==> config.mk <==
export PLATFORM = sky130hd
export DESIGN_NAME = mdrop_uart9
export DESIGN_NICKNAME = d
export VERILOG_FILES = /design/src/rtl/mdrop_uart9_pkg.sv /design/src/rtl/mdrop_tx.sv /design/src/rtl/mdrop_rx.sv /design/src/rtl/mdrop_addr_filter.sv /design/src/rtl/mdrop_uart9.sv
export SDC_FILE = /design/constraint.sdc
export NUM_CORES = 1
export LEC_CHECK = 0
export CORE_ASPECT_RATIO = 0.9
export CORE_MARGIN = 2
export CORE_UTILIZATION = 30
export CTS_BUF_LIST = sky130_fd_sc_hd__clkbuf_4 sky130_fd_sc_hd__clkbuf_8
export CTS_CLUSTER_DIAMETER = 40
export DETAILED_ROUTE_END_ITERATION = 7
export SETUP_SLACK_MARGIN = 0.3
export SLEW_MARGIN = 5
export SYNTH_ARGS = -nofsm -noshare
export SYNTH_HDL_FRONTEND = slang
export SYNTH_SLANG_ARGS = --single-unit
==> constraint.sdc <==
create_clock -name clk -period 1.8 [get_ports clk]
set_clock_uncertainty 0.1 [all_clocks]
set_input_delay 0.45 -clock clk [delete_from_list [all_inputs] [get_ports clk]]
set_output_delay 0.45 -clock clk [all_outputs]
set_load 0.02 [all_outputs]
==> src/rtl/mdrop_uart9_pkg.sv <==
// Shared control-bit positions, receiver states and mode decode helpers.
package mdrop_uart9_pkg;
    localparam int CB_NET = 7;  // network mode
    localparam int CB_TX9 = 6;  // ninth bit as address marker on transmit
    localparam int CB_RX9 = 5;  // ninth bit as address marker on receive
    localparam int CB_IRQ = 4;  // interrupt on address match
    localparam int CB_W9  = 3;  // plain 9-bit data words
    localparam int CB_DRV = 2;  // drive serial output
    localparam int CB_POL = 1;  // address-marker polarity
    localparam int CB_ADR = 0;  // send address frame

    typedef enum logic [2:0] {
        RX_IDLE, RX_START, RX_BITS, RX_STOP, RX_WAIT_HI
    } rx_state_t;

    // 9-bit data words count only while the address marker is not transmitted
    function automatic logic w9_eff(input logic [7:0] c);
        return c[CB_W9] & ~(c[CB_NET] & c[CB_TX9]);
    endfunction

    function automatic logic tx_ninth(input logic [7:0] c);
        return (c[CB_NET] & c[CB_TX9]) | w9_eff(c);
    endfunction

    function automatic logic rx_ninth(input logic [7:0] c);
        return (c[CB_NET] & c[CB_RX9]) | w9_eff(c);
    endfunction
endpackage

==> src/rtl/mdrop_tx.sv <==
// Serial transmitter: start bit, DW data bits LSB first, an optional ninth
// bit and a stop bit, OVS ticks per bit. Assumes OVS is a power of two.
module mdrop_tx #(
    parameter int DW  = 8,
    parameter int OVS = 16
) (
    input  logic          clk,
    input  logic          rst_n,
    input  logic          tick,
    input  logic          start,
    input  logic [DW-1:0] data,
    input  logic          ninth_en,
    input  logic          ninth_val,
    input  logic          addr_frame,
    output logic          tx_out,
    output logic          busy,
    output logic          addr_sent
);
    localparam int FW = DW + 3;
    localparam int CW = $clog2(OVS);
    localparam int IW = $clog2(FW + 1);

    logic [FW-1:0] shreg;
    logic [CW-1:0] cnt;
    logic [IW-1:0] idx;
    logic [IW-1:0] last_idx;
    logic          was_addr;

    // Load a frame on request, then shift one bit out every OVS ticks
    always_ff @(posedge clk) begin
        if (!rst_n) begin
            shreg     <= '0;
            cnt       <= '0;
            idx       <= '0;
            last_idx  <= '0;
            was_addr  <= 1'b0;
            busy      <= 1'b0;
            tx_out    <= 1'b1;
            addr_sent <= 1'b0;
        end else begin
            addr_sent <= 1'b0;
            if (!busy) begin
                if (start) begin
                    busy     <= 1'b1;
                    shreg    <= {1'b1, (ninth_en ? ninth_val : 1'b1), data, 1'b0};
                    tx_out   <= 1'b0;
                    cnt      <= '0;
                    idx      <= '0;
                    last_idx <= ninth_en ? IW'(FW - 1) : IW'(FW - 2);
                    was_addr <= addr_frame;
                end
            end else if (tick) begin
                if (cnt == CW'(OVS - 1)) begin
                    cnt <= '0;
                    if (idx == last_idx) begin
                        busy      <= 1'b0;
                        tx_out    <= 1'b1;
                        addr_sent <= was_addr;
                    end else begin
                        idx    <= idx + 1'b1;
                        shreg  <= shreg >> 1;
                        tx_out <= shreg[1];
                    end
                end else begin
                    cnt <= cnt + 1'b1;
                end
            end
        end
    end

    // an accepted request drives the start bit on the next cycle
    a_r2_start_low: assert property (@(posedge clk) disable iff (!rst_n)
        (start && !busy) |=> (!tx_out && busy));
    // the line rests high whenever no frame is in progress
    a_r2_idle_high: assert property (@(posedge clk) disable iff (!rst_n)
        !busy |-> tx_out);
    // the address-sent event appears only once the frame is over
    a_r11_sent_when_idle: assert property (@(posedge clk) disable iff (!rst_n)
        addr_sent |-> !busy);
endmodule

==> src/rtl/mdrop_rx.sv <==
// Serial receiver: synchronizes the line, qualifies the start bit at
// mid-bit and samples DW or DW+1 bits and the stop bit. It reports the raw
// word and a framing error. Assumes OVS is a power of two and at least 4.
module mdrop_rx #(
    parameter int DW    = 8,
    parameter int OVS   = 16,
    parameter int SYNCN = 2
) (
    input  logic        clk,
    input  logic        rst_n,
    input  logic        tick,
    input  logic        rx_in,
    input  logic        ninth_en,
    output logic        frm_valid,
    output logic [DW:0] frm_word,
    output logic        frm_err
);
    import mdrop_uart9_pkg::*;

    localparam int CW = $clog2(OVS);
    localparam int IW = $clog2(DW + 2);

    logic [SYNCN-1:0] sync;
    logic             line;
    rx_state_t        state;
    logic [CW-1:0]    cnt;
    logic [IW-1:0]    idx;
    logic [IW-1:0]    last_idx;
    logic [DW:0]      shreg;

    assign line = sync[SYNCN-1];

    // Bring the asynchronous line into the clock domain
    always_ff @(posedge clk) begin
        if (!rst_n) sync <= '1;
        else        sync <= {sync[SYNCN-2:0], rx_in};
    end

    // Frame sequencer: start qualify, data bits, stop, wait for idle
    always_ff @(posedge clk) begin
        if (!rst_n) begin
            state     <= RX_IDLE;
            cnt       <= '0;
            idx       <= '0;
            last_idx  <= '0;
            shreg     <= '0;
            frm_valid <= 1'b0;
            frm_word  <= '0;
            frm_err   <= 1'b0;
        end else begin
            frm_valid <= 1'b0;
            case (state)
                RX_IDLE: if (!line) begin
                    state    <= RX_START;
                    cnt      <= '0;
                    shreg    <= '0;
                    last_idx <= ninth_en ? IW'(DW) : IW'(DW - 1);
                end
                RX_START: if (tick) begin
                    if (cnt == CW'(OVS / 2 - 1)) begin
                        cnt   <= '0;
                        idx   <= '0;
                        state <= line ? RX_IDLE : RX_BITS;
                    end else begin
                        cnt <= cnt + 1'b1;
                    end
                end
                RX_BITS: if (tick) begin
                    if (cnt == CW'(OVS - 1)) begin
                        cnt        <= '0;
                        shreg[idx] <= line;
                        if (idx == last_idx) state <= RX_STOP;
                        else                 idx   <= idx + 1'b1;
                    end else begin
                        cnt <= cnt + 1'b1;
                    end
                end
                RX_STOP: if (tick) begin
                    if (cnt == CW'(OVS - 1)) begin
                        frm_valid <= 1'b1;
                        frm_word  <= shreg;
                        frm_err   <= !line;
                        state     <= line ? RX_IDLE : RX_WAIT_HI;
                    end else begin
                        cnt <= cnt + 1'b1;
                    end
                end
                RX_WAIT_HI: if (line) state <= RX_IDLE;
                default: state <= RX_IDLE;
            endcase
        end
    end

    // each frame yields a single-cycle word strobe
    a_r10_single_strobe: assert property (@(posedge clk) disable iff (!rst_n)
        frm_valid |=> !frm_valid);
endmodule

==> src/rtl/mdrop_addr_filter.sv <==
// Station filter: classifies received words as address or data by the
// ninth bit and a polarity control, tracks whether this station is
// addressed, and gates delivery. Assumes one word strobe at a time.
module mdrop_addr_filter #(
    parameter int DW = 8
) (
    input  logic          clk,
    input  logic          rst_n,
    input  logic [7:0]    ctrl,
    input  logic [DW-1:0] station_addr,
    input  logic          frm_valid,
    input  logic [DW:0]   frm_word,
    input  logic          frm_err,
    output logic          rx_valid,
    output logic [DW:0]   rx_data,
    output logic          rx_err,
    output logic          addr_match,
    output logic          irq
);
    import mdrop_uart9_pkg::*;

    logic net_rx;
    logic is_addr;
    logic hit;
    logic selected;
    logic deliver;

    assign net_rx  = ctrl[CB_NET] & ctrl[CB_RX9];
    assign is_addr = frm_word[DW] ^ ctrl[CB_POL];
    assign hit     = is_addr && (frm_word[DW-1:0] == station_addr);

    // Decide whether the current word is for this station
    always_comb begin
        if (!net_rx)      deliver = 1'b1;
        else if (is_addr) deliver = hit;
        else              deliver = selected;
    end

    // Register delivery, track selection and raise match events
    always_ff @(posedge clk) begin
        if (!rst_n) begin
            selected   <= 1'b0;
            rx_valid   <= 1'b0;
            rx_data    <= '0;
            rx_err     <= 1'b0;
            addr_match <= 1'b0;
            irq        <= 1'b0;
        end else begin
            rx_valid   <= 1'b0;
            addr_match <= 1'b0;
            irq        <= 1'b0;
            if (frm_valid) begin
                if (net_rx && is_addr) selected <= hit;
                if (deliver) begin
                    rx_valid <= 1'b1;
                    rx_data  <= frm_word;
                    rx_err   <= frm_err;
                end
                if (net_rx && hit) begin
                    addr_match <= 1'b1;
                    irq        <= ctrl[CB_IRQ];
                end
            end
        end
    end

    // a match always comes with the delivered address word
    a_r6_match_delivers: assert property (@(posedge clk) disable iff (!rst_n)
        addr_match |-> rx_valid);
    // the interrupt is only ever raised by an address match
    a_r8_irq_on_match: assert property (@(posedge clk) disable iff (!rst_n)
        irq |-> addr_match);
endmodule

==> src/rtl/mdrop_uart9.sv <==
// Top of the multi-drop 9-bit UART framing: decodes the control word and
// connects the transmitter, receiver and station filter. Assumes tick is a
// single-cycle enable, OVS per bit, shared by both directions.
module mdrop_uart9 #(
    parameter int DATA_W = 8,
    parameter int OVS    = 16
) (
    input  logic              clk,
    input  logic              rst_n,
    input  logic              tick,
    input  logic [7:0]        ctrl,
    input  logic [DATA_W-1:0] station_addr,
    input  logic [DATA_W:0]   tx_data,
    input  logic              tx_start,
    output logic              tx_busy,
    output logic              tx_out,
    output logic              tx_oe,
    output logic              tx_addr_sent,
    input  logic              rx_in,
    output logic [DATA_W:0]   rx_data,
    output logic              rx_valid,
    output logic              rx_err,
    output logic              addr_match,
    output logic              irq
);
    import mdrop_uart9_pkg::*;

    logic              net_tx;
    logic              ninth_val;
    logic              frm_valid;
    logic [DATA_W:0]   frm_word;
    logic              frm_err;

    assign net_tx    = ctrl[CB_NET] & ctrl[CB_TX9];
    assign ninth_val = net_tx ? ctrl[CB_ADR] : tx_data[DATA_W];
    assign tx_oe     = ctrl[CB_DRV];

    mdrop_tx #(.DW(DATA_W), .OVS(OVS)) tx_i (
        .clk       (clk),
        .rst_n     (rst_n),
        .tick      (tick),
        .start     (tx_start),
        .data      (tx_data[DATA_W-1:0]),
        .ninth_en  (tx_ninth(ctrl)),
        .ninth_val (ninth_val),
        .addr_frame(net_tx & ctrl[CB_ADR]),
        .tx_out    (tx_out),
        .busy      (tx_busy),
        .addr_sent (tx_addr_sent)
    );

    mdrop_rx #(.DW(DATA_W), .OVS(OVS), .SYNCN(2)) rx_i (
        .clk      (clk),
        .rst_n    (rst_n),
        .tick     (tick),
        .rx_in    (rx_in),
        .ninth_en (rx_ninth(ctrl)),
        .frm_valid(frm_valid),
        .frm_word (frm_word),
        .frm_err  (frm_err)
    );

    mdrop_addr_filter #(.DW(DATA_W)) flt_i (
        .clk         (clk),
        .rst_n       (rst_n),
        .ctrl        (ctrl),
        .station_addr(station_addr),
        .frm_valid   (frm_valid),
        .frm_word    (frm_word),
        .frm_err     (frm_err),
        .rx_valid    (rx_valid),
        .rx_data     (rx_data),
        .rx_err      (rx_err),
        .addr_match  (addr_match),
        .irq         (irq)
    );
endmodule

==> results of run 1 <==
[critical path: cells and delay by family (launching register included)]
kind / cells / cell delay, ps
simple gates: 2 / 530
flops: 1 / 450
compound gates: 3 / 710
[state kept, by name (all words and copies together) (netlist names), 2 cells and up]
signal / count
tx_i.cnt: 4
rx_i.state: 3
rx_i.sync: 2
rx_i.cnt: 4
flt_i.rx_data: 9
tx_i.shreg: 10
tx_i.idx: 4
rx_i.shreg: 9
rx_i.frm_word: 9
rx_i.idx: 4
tx_i.last_idx: 3
rx_i.last_idx: 2
[synth_stat cells (all sizes together), types with 2 or more instances]
cell,count
o21ai,14
nor2b,8
inv,8
nand2b,8
buf,10
or3,3
a311oi,2
xnor2,12
and4,2
dfxtp,74
or4,4
a21oi,26
clkbuf,13
a211o,2
xor2,5
mux2i,28
nand2,45
nor3,5
and3,5
o2bb2ai,8
or2,2
o211ai,2
nand3,13
nand4,5
nor4,2
nor2,53
and2,7
ha,7
a211oi,10
a31oi,6
[cells in the final DEF, fill, tap and decap left out, drive strengths merged, types with 5 or more instances in the layout]
master,n
dlygate4sd2,6
a31oi,6
nand3,13
nand2,45
nand4,5
clkbuf,12
and3,5
dfxtp,74
a21oi,26
and2,7
ha,7
nor3,5
nand2b,8
buf,85
inv,12
nor2,53
o21ai,14
xnor2,12
o2bb2ai,8
clkdlybuf4s15,5
clkdlybuf4s50,16
a211oi,10
mux2i,28
nor2b,8
xor2,5
[kinds of logic (layout without fill, tap and decap cells)]
| logic type | count (synthesis) | count (layout) | synth area share (%) |
|---|---|---|---|
| buf+inv | 31 | 140 | 4.18 |
| mux | 29 | 29 | 8.40 |
| fa+ha+maj | 7 | 7 | 2.52 |
| simple gates | 166 | 166 | 22.9 |
| compound gates | 80 | 80 | 15.0 |
| flops | 74 | 74 | 42.7 |
| xor+xnor | 17 | 17 | 4.29 |
[stage by stage]
stage / hold WS [ps] / util [%] / setup TNS, ps
finish: 315 / 48.7 / -96.6
global route: 339 / 48.7 / -790
CTS: 319 / 45.9 / -106
detailed placement: 308 / 40.5 / -19220
global placement: 302 / 40.5 / -18200
floorplan: 286 / - / -26.4
[metal layers]
metal,GRT usage (%),routed length [microns]
met1,17.3,4250
met2,25.4,4680
met3,4.45,279
met4,4.39,164
met5,0,0
[worst paths after layout]
check	from	endpoint	cells after the start
worst max register to register	rx_i.state[1]$_SDFFE_PN0P_	rx_i.cnt[3]$_SDFFE_PN0P_	5
worst min-delay path	rx_i.sync[0]$_SDFF_PN1_	rx_i.sync[1]$_SDFF_PN1_	1
worst min register to register	rx_i.sync[0]$_SDFF_PN1_	rx_i.sync[1]$_SDFF_PN1_	1
worst max-delay path	rx_i.state[1]$_SDFFE_PN0P_	rx_i.cnt[3]$_SDFFE_PN0P_	5
[report_power, final]
part	internal, mW	total, mW	switching (mW)	leakage (nW)
registers	1.68	1.74	0.0618	0.614
clock network	0.664	1.35	0.690	0.0988
logic	0.449	0.864	0.414	1.45
[what timing repair did]
item,CTS,global route
setup buffers,9,7
setup endpoints to repair,81,64
gates cloned,2,2
pin swaps,32,39
gates resized for setup,170,60
hold buffers,0,0
[area by class of cell]
type                            count  share of cell area (%)
Tap cell                          156                    3.53
Inverter                            8                   0.588
Clock buffer                        9                    2.24
Multi-Input combinational cell    299                    44.4
Timing Repair Buffer              116                    20.0
Clock inverter                      7                    1.49
Sequential cell                    74                    27.7
==> metrics.md, run 1 <==
| Metric | Value |
|---|---|
| Outcome | `complete, but fails checks` |
| Failing checks | `negative setup slack` |
| Finished Layout Cells | `669` |
| DRC violations left | `0` |
| Multi-input logic area | `2460 sq um` |
| Syn nets | `441` |
| Synthesized area | `3470 sq um` |
| Number of max-cap violations | `0` |
| # port buffers | `44` |
| Minimum clock period | `1850 ps` |
| F_max | `540 MHz` |
| Cell count after synthesis | `404` |
| Placement Setup Slack | `-525 ps` |
| Die Height | `106 microns` |
| Clock buffer count from CTS | `9` |
| CP Data Arrival Time | `2040 ps` |
| Fill cells | `1050` |
| Total power | `3.96 mW` |
| Die area | `12400 sq um` |
| Reg area | `1530 sq um` |
| Seq/Total Area, Yosys | `42.7%` |
| CTS tree | `built` |
| CP endpoint kind | `flip-flop` |
| Hold Vio Cnt, Final | `0` |
| Post-DP HPWL | `6.16 mm` |
| Critical Path RT | `1990 ps` |
| Initial antenna violation count | `0` |
| Most common flop cell mapped by yosys | `dfxtp_1` |
| Initial Util | `30.6%` |
| Tot GR Track Use | `14.6%` |
| Area share of the largest cell type after synthesis | `42.7%` |
| Chip Width | `117 microns` |
| Detail Route Antenna Nets | `0` |
| Placer Congestion | `0.818` |
| Layout area overhead | `59.4%` |
| Clock Latency Late Sink | `350 ps` |
| Post-synth EDFFs | `0` |
| Longest Clk Path Bufs | `2` |
| Slew @ Worst Pin | `351 ps` |
| Final worst setup slack | `-53.0 ps` |
| Synth async-reset ratio | `0%` |
| RSZ-0062 raised after global routing | `yes` |
| Delay of the slowest cell on the worst path | `490 ps` |
| Total I/O pin count | `47` |
| CP max stage cell | `or4_4` |
| Nets | `545` |
| Fin crit share | `103%` |
| Via count | `3233` |
| Hold Path Class | `flip-flop to flip-flop` |
| Synth area leaders | `dfxtp_1 43%, mux2i_1 8.1%, nor2_1 5.6%, nand2_1 4.9%, a21oi_1 3.8%` |
| Vias in the first global route | `3136` |
| Drt total wl | `9.38 mm` |
| Starting DRT DRC Count | `156` |
| Number of instances in the placed design | `633` |
| Row cnt | `37` |
| CP max FO | `10` |
| Post-layout instance area | `5530 sq um` |
| Clk pin slew, worst setup/hold paths | `90 ps` |
| Count of final max-slew check failures | `0` |
| Avg WL per Cell | `14.0 microns` |
| Gr ovfl total | `0` |
| Crit path kind | `flip-flop to flip-flop` |
| Core area | `11300 sq um` |
| Yosys warning total | `0` |
| R2r setup slk | `-50 ps` |
| Cell Area, Placed | `4590 sq um` |
| Layout cells sized above 1 | `43.9%` |
| Startpoint Class | `flip-flop` |
| Worst-path cell chain | `nor2_4 > a221o_1 > a21o_4 > or4_4 > a21oi_2` |
| First-pass GRT wire length | `14.8 mm` |
| Slew margin rel. | `76.5%` |
| CTS H-tree depth | `3` |
| Avg Vias per Cell | `4.83` |
| Largest area contributor in the netlist | `dfxtp_1` |
| Setup violators final | `2` |
| Syn avg cell area | `8.59 sq um` |
| DRT Pass-1 Iters | `4` |
| LEAKAGE | `2.17 nW` |
| Synth unique cells | `54` |
| Max VDD drop | `0.349 mV` |
| Power Density | `715 nW/um^2` |
| # clock sinks | `74` |
| Diodes inserted | `0` |
| Root Buffer Master | `clkbuf_8` |
| #FFs+latches synth | `74` |
| Pin count of the biggest net entering global routing | `22` |
Power figures use the tool's default switching activity.
==> run 2: changes to the inputs <==
--- a/config.mk
+++ b/config.mk
@@ -11,6 +11,7 @@
 export CTS_BUF_LIST = sky130_fd_sc_hd__clkbuf_4 sky130_fd_sc_hd__clkbuf_8
 export CTS_CLUSTER_DIAMETER = 40
 export DETAILED_ROUTE_END_ITERATION = 7
+export PLACE_DENSITY = 0.49
 export SETUP_SLACK_MARGIN = 0.3
 export SLEW_MARGIN = 5
 export SYNTH_ARGS = -nofsm -noshare
==> run 2 against run 1 <==
Effect of this change:
- the run still ends with negative setup slack left
- largest power group unchanged
- cell area down 4.1%
- maximum frequency is 0.29% lower
- core utilization down 2.0 points
==> metrics.md, run 2 (synthesis results as in run 1) <==
| Metric | Value |
|---|---|
| Outcome | `complete, but fails checks` |
| Failing checks | `negative setup slack` |
| CP Data Arrival Time | `2040 ps` |
| Hold Path Stages | `1` |
| CTS H-tree depth | `3` |
| Starting DRT DRC Count | `159` |
| Layout area overhead | `52.9%` |
| Startpoint Class | `flip-flop` |
| CTS tree | `built` |
| First-pass GRT wire length | `15.1 mm` |
| # clock sinks | `74` |
| Hold_ws | `311 ps` |
| RSZ-0062 raised after global routing | `yes` |
| Clock buffer count from CTS | `9` |
| F_max | `538 MHz` |
| Root Buffer Master | `clkbuf_8` |
| Layout cells sized above 1 | `39.4%` |
| Final worst setup slack | `-58.4 ps` |
| Critical Path RT | `1980 ps` |
| Reg with most FFs | `tx_i.shreg` |
| Minimum clock period | `1860 ps` |
| DRC violations left | `0` |
| Hold Path Class | `flip-flop to flip-flop` |
| Detail Route Antenna Nets | `0` |
| Chip Width | `117 microns` |
| GR peak layer | `met2` |
| Diodes inserted | `0` |
| Met2 global-route usage | `23.9%` |
| Comb pwr share | `22.4%` |
| DRT Pass-1 Iters | `4` |
| Max VDD drop | `0.509 mV` |
| Most frequent cells in the layout | `56 x dfxtp_1, 54 x buf_4, 50 x nor2_1, 44 x nand2_1, 28 x mux2i_1` |
| Worst reg2reg path endpoint | `rx_i.cnt[3]$_SDFFE_PN0P_` |
| Avg Vias per Cell | `4.71` |
| Vias in the first global route | `3112` |
| Power Density | `712 nW/um^2` |
| Worst R2R Start | `rx_i.state[1]$_SDFFE_PN0P_` |
| Hold Vio Cnt, Final | `0` |
| Core area | `11300 sq um` |
| Total I/O pin count | `47` |
| CP max FO | `6` |
| CP endpoint kind | `flip-flop` |
| Clk pin slew, worst setup/hold paths | `80 ps` |
| Clock Latency Late Sink | `350 ps` |
| Die area | `12400 sq um` |
| Number of max-cap violations | `0` |
| Count of final max-slew check failures | `0` |
| Setup violators final | `4` |
| Tot GR Track Use | `15.0%` |
| M3 GR Usage | `4.51%` |
| Fin crit share | `103%` |
| R2r setup slk | `-60 ps` |
| Gr ovfl total | `0` |
| Clock share of power | `31.8%` |
| Longest Clk Path Bufs | `2` |
| Fill cells | `1147` |
| Nets | `547` |
| Commonest non-fill, non-tap cell in the layout | `dfxtp_1` |
| Max FFs per register | `10` |
| Pin count of the biggest net entering global routing | `22` |
| Flop pwr share | `45.8%` |
| P_sw | `1.08 mW` |
| Hold Path End | `rx_i.sync[1]$_SDFF_PN1_` |
| Crit path kind | `flip-flop to flip-flop` |
| Slew @ Worst Pin | `377 ps` |
| Critical hold path startpoint | `rx_i.sync[0]$_SDFF_PN1_` |
| Row cnt | `37` |
| Switching power share of the total | `28.5%` |
| Placer Congestion | `0.799` |
| Via count | `3160` |
| Drt total wl | `9.22 mm` |
| # port buffers | `44` |
| Initial antenna violation count | `0` |
| Die Height | `106 microns` |
| Avg WL per Cell | `13.7 microns` |
| R2R depth | `5` |
| Post-DP HPWL | `6.21 mm` |
| Hold-fix buffers at CTS | `0` |
| LEAKAGE | `2.12 nW` |
| M1 GR Usage | `19.6%` |
| P_int | `2.70 mW` |
| Slew margin rel. | `74.7%` |
| Total power | `3.78 mW` |
| Initial Util | `30.6%` |
-- run 2: metal layers --
layer / vias up / part of all wire (%) / routed length (microns)
li1: 1635 / - / -
met1: 1462 / 50 / 4590
met2: 54 / 45 / 4170
met3: 9 / 3.9 / 360
met4: 0 / 1.1 / 98
met5: - / 0 / 0
-- run 2: critical path, stage by stage, from the launching register on --
cell and delay, ps:
dfxtp_4 390, buf_6 140, a221o_1 340, a21o_1 220
or4_1 480, a21oi_1 120
-- run 2: timing repair --
item | CTS | global route
buffers inserted | 13 | 8
gates resized for setup | 128 | 54
gates cloned | 2 | 0
pin swaps | 20 | 15
endpoints found under the setup margin | 80 | 70
-- run 2: power groups by stage --
stage	clock network, mW	logic, mW	registers (mW)
finish	1.20	0.846	1.73
global route	1.30	0.917	1.74
CTS	1.25	0.710	1.73
detailed placement	0	0.606	1.76
global placement	0	0.601	1.76
floorplan	0	0.372	1.75
-- run 2: worst max-delay path by stage --
stage                               startpoint                        to  cells past startpoint
floorplan                                 tick  rx_i.cnt[3]$_SDFFE_PN0P_                      6
global route          rx_i.cnt[1]$_SDFFE_PN0P_  rx_i.idx[3]$_SDFFE_PN0P_                      6
finish              rx_i.state[1]$_SDFFE_PN0P_  rx_i.cnt[3]$_SDFFE_PN0P_                      5
CTS                   rx_i.cnt[1]$_SDFFE_PN0P_  rx_i.idx[3]$_SDFFE_PN0P_                      6
detailed placement                        tick  rx_i.cnt[1]$_SDFFE_PN0P_                      6
global placement                          tick  rx_i.cnt[3]$_SDFFE_PN0P_                      6
-- run 2: stage by stage --
| step | std cells | area, sq um | worst slack [ps] | util (%) | TNS [ps] |
|---|---|---|---|---|---|
| floorplan | 404 | 3630 | -20.6 | - | -26.4 |
| global placement | 632 | 4570 | -523 | 40.3 | -19290 |
| detailed placement | 632 | 4570 | -515 | 40.3 | -20100 |
| CTS | 663 | 5060 | -13.5 | 44.6 | -62.1 |
| global route | 671 | 5310 | -117 | 46.8 | -923 |
| finish | 671 | 5310 | -58.4 | 46.8 | -102 |
-- run 2: final cells by class --
| class | count | area, sq um | area share, % |
|---|---|---|---|
| clock inverters | 4 | 27.5 | 0.519 |
| well taps | 156 | 195 | 3.68 |
| flip-flops and latches | 74 | 1510 | 28.4 |
| multi-input cells | 299 | 2320 | 43.7 |
| inverters | 8 | 32.5 | 0.613 |
| repair buffers | 118 | 1070 | 20.2 |
| clock buffers | 12 | 153 | 2.88 |
==> run 3: changes to the inputs <==
--- a/config.mk
+++ b/config.mk
@@ -7,12 +7,13 @@
 export LEC_CHECK = 0
 export CORE_ASPECT_RATIO = 0.9
 export CORE_MARGIN = 2
-export CORE_UTILIZATION = 30
+export CORE_UTILIZATION = 33
 export CTS_BUF_LIST = sky130_fd_sc_hd__clkbuf_4 sky130_fd_sc_hd__clkbuf_8
 export CTS_CLUSTER_DIAMETER = 40
 export DETAILED_ROUTE_END_ITERATION = 7
-export PLACE_DENSITY = 0.49
+export PLACE_DENSITY = 0.52
 export SETUP_SLACK_MARGIN = 0.3
+export SKIP_LAST_GASP = 1
 export SLEW_MARGIN = 5
 export SYNTH_ARGS = -nofsm -noshare
 export SYNTH_HDL_FRONTEND = slang
==> run 3 against run 2 <==
Effect of this change:
- the flow still finishes with violations (negative setup slack)
- critical path type unchanged
- critical endpoint is now rx_i.idx[3]$_SDFFE_PN0P_
- largest power group unchanged
- maximum frequency increased by 0.96%
- critical path depth increased by 1
- hold slack improved by 6.2 ps
- combinational power decreased by 9.0%
- largest cell class unchanged
- setup slack improved by 18 ps
- register-to-register slack improved by 20 ps
- clock power increased by 24%
- highest routed layer unchanged
- cell area increased by 0.71%
==> metrics.md, run 3 (synthesis results as in run 1) <==
| Metric | Value |
|---|---|
| Post-layout instance area | `5340 sq um` |
| Outcome | `complete, but fails checks` |
| Vias in the first global route | `3050` |
| Pin count of the biggest net entering global routing | `28` |
| Post-DP HPWL | `5.99 mm` |
| Chip Width | `112 microns` |
| Initial antenna violation count | `0` |
| Avg Vias per Cell | `4.92` |
| Layout area overhead | `54.0%` |
| Row cnt | `35` |
| Clk pin slew, worst setup/hold paths | `80 ps` |
| Max FFs per register | `10` |
| Finished Layout Cells | `645` |
| Cell Area, Placed | `4520 sq um` |
| First-pass GRT wire length | `14.9 mm` |
| Final worst setup slack | `-40.7 ps` |
| Reg with most FFs | `tx_i.shreg` |
| Starting DRT DRC Count | `96` |
| Number of max-cap violations | `0` |
| LEAKAGE | `2.17 nW` |
| Number of instances in the placed design | `608` |
| Hold Vio Cnt, Final | `0` |
| Longest Clk Path Bufs | `2` |
| DRT Pass-1 Iters | `4` |
| CTS H-tree depth | `3` |
| Die area | `11400 sq um` |
| Avg WL per Cell | `14.2 microns` |
| Power Density | `747 nW/um^2` |
| Core area | `10200 sq um` |
| CTS tree | `built` |
| Setup violators final | `2` |
| Die Height | `101 microns` |
| Layout cells sized above 1 | `41.5%` |
| Slew margin rel. | `77.3%` |
| Commonest non-fill, non-tap cell in the layout | `buf_4` |
| Total I/O pin count | `47` |
| Drt total wl | `9.17 mm` |
| Most frequent cells in the layout | `53 x buf_4, 51 x dfxtp_1, 45 x nand2_1, 40 x nor2_1, 28 x mux2i_1` |
| Detail Route Antenna Nets | `0` |
| Diodes inserted | `0` |
| Slew @ Worst Pin | `339 ps` |
| Tot GR Track Use | `16.4%` |
| Gr ovfl total | `0` |
| Crit path kind | `flip-flop to flip-flop` |
| Initial Util | `33.9%` |
| Root Buffer Master | `clkbuf_8` |
| Via count | `3172` |
| CP max FO | `3` |
| DRC violations left | `0` |
| Clock buffer count from CTS | `9` |
| Placer Congestion | `0.781` |
| # clock sinks | `74` |
| Share of the core filled with cells | `52.1%` |
| Max VDD drop | `0.554 mV` |
| Nets | `548` |
| Critical Path RT | `1990 ps` |
| # port buffers | `44` |
| Fin crit share | `102%` |
| Total power | `3.99 mW` |
| Clock Latency Late Sink | `350 ps` |
| Hold-fix buffers at CTS | `0` |
| Minimum clock period | `1840 ps` |
| CP endpoint kind | `flip-flop` |
| CP Data Arrival Time | `2030 ps` |
| RSZ-0062 raised after global routing | `yes` |
| F_max | `543 MHz` |
| Hold_ws | `317 ps` |
| Count of final max-slew check failures | `0` |
| Startpoint Class | `flip-flop` |
| Failing checks | `negative setup slack` |
| Hold Path Class | `flip-flop to flip-flop` |
[run 3: per-stage QoR]
step / TNS (ps) / worst slack (ps)
after global routing: -559 / -114
after global placement: -20350 / -513
after floorplan: -26.4 / -20.6
after CTS: -40.7 / -25.8
final: -79.7 / -40.7
after detailed placement: -21180 / -538
[run 3: area by class of cell]
type | instances | area, sq um
inverter | 8 | 32.5
clock inverter | 4 | 73.8
multi-input combinational | 299 | 2340
sequential | 74 | 1520
tap | 129 | 161
fill | 967 | 4900
timing repair buffer | 119 | 1060
clock buffer | 12 | 159
[run 3: where the power goes]
part	internal, mW	total (mW)	switching (mW)
clock	0.872	1.49	0.619
sequential	1.68	1.73	0.0523
combinational	0.391	0.770	0.379
total	2.94	3.99	1.05
[run 3: timing repair]
| item | in CTS | in global routing |
|---|---|---|
| pin swaps | 48 | 20 |
| gates resized for setup | 148 | 52 |
| endpoints found under the setup margin | 82 | 72 |
| buffers inserted | 14 | 4 |
| hold endpoints to repair | 0 | 0 |
| gates cloned | 3 | 0 |
[run 3: layer usage]
metal	track usage (%)	vias up	wire length [microns]
met4	5.35	0	122
met2	27.1	48	4280
li1	-	1632	-
met1	20.9	1484	4410
met5	0	-	0
met3	4.55	8	366
[run 3: critical path, stage by stage, from the launching register on]
cell and delay (ps):
dfxtp_2 360, ha_4 150, and2_4 140, a211oi_2 70
or4_1 510, or3_1 330, a21oi_2 120
[run 3: worst paths after layout]
check | slack, ps | endpoint | start | cells past startpoint
setup reg to reg | -40 | rx_i.idx[3]$_SDFFE_PN0P_ | rx_i.cnt[0]$_SDFFE_PN0P_ | 6
setup / recovery | -40 | rx_i.idx[3]$_SDFFE_PN0P_ | rx_i.cnt[0]$_SDFFE_PN0P_ | 6
hold reg to reg | 320 | rx_i.sync[1]$_SDFF_PN1_ | rx_i.sync[0]$_SDFF_PN1_ | 1
hold / removal | 320 | rx_i.sync[1]$_SDFF_PN1_ | rx_i.sync[0]$_SDFF_PN1_ | 1
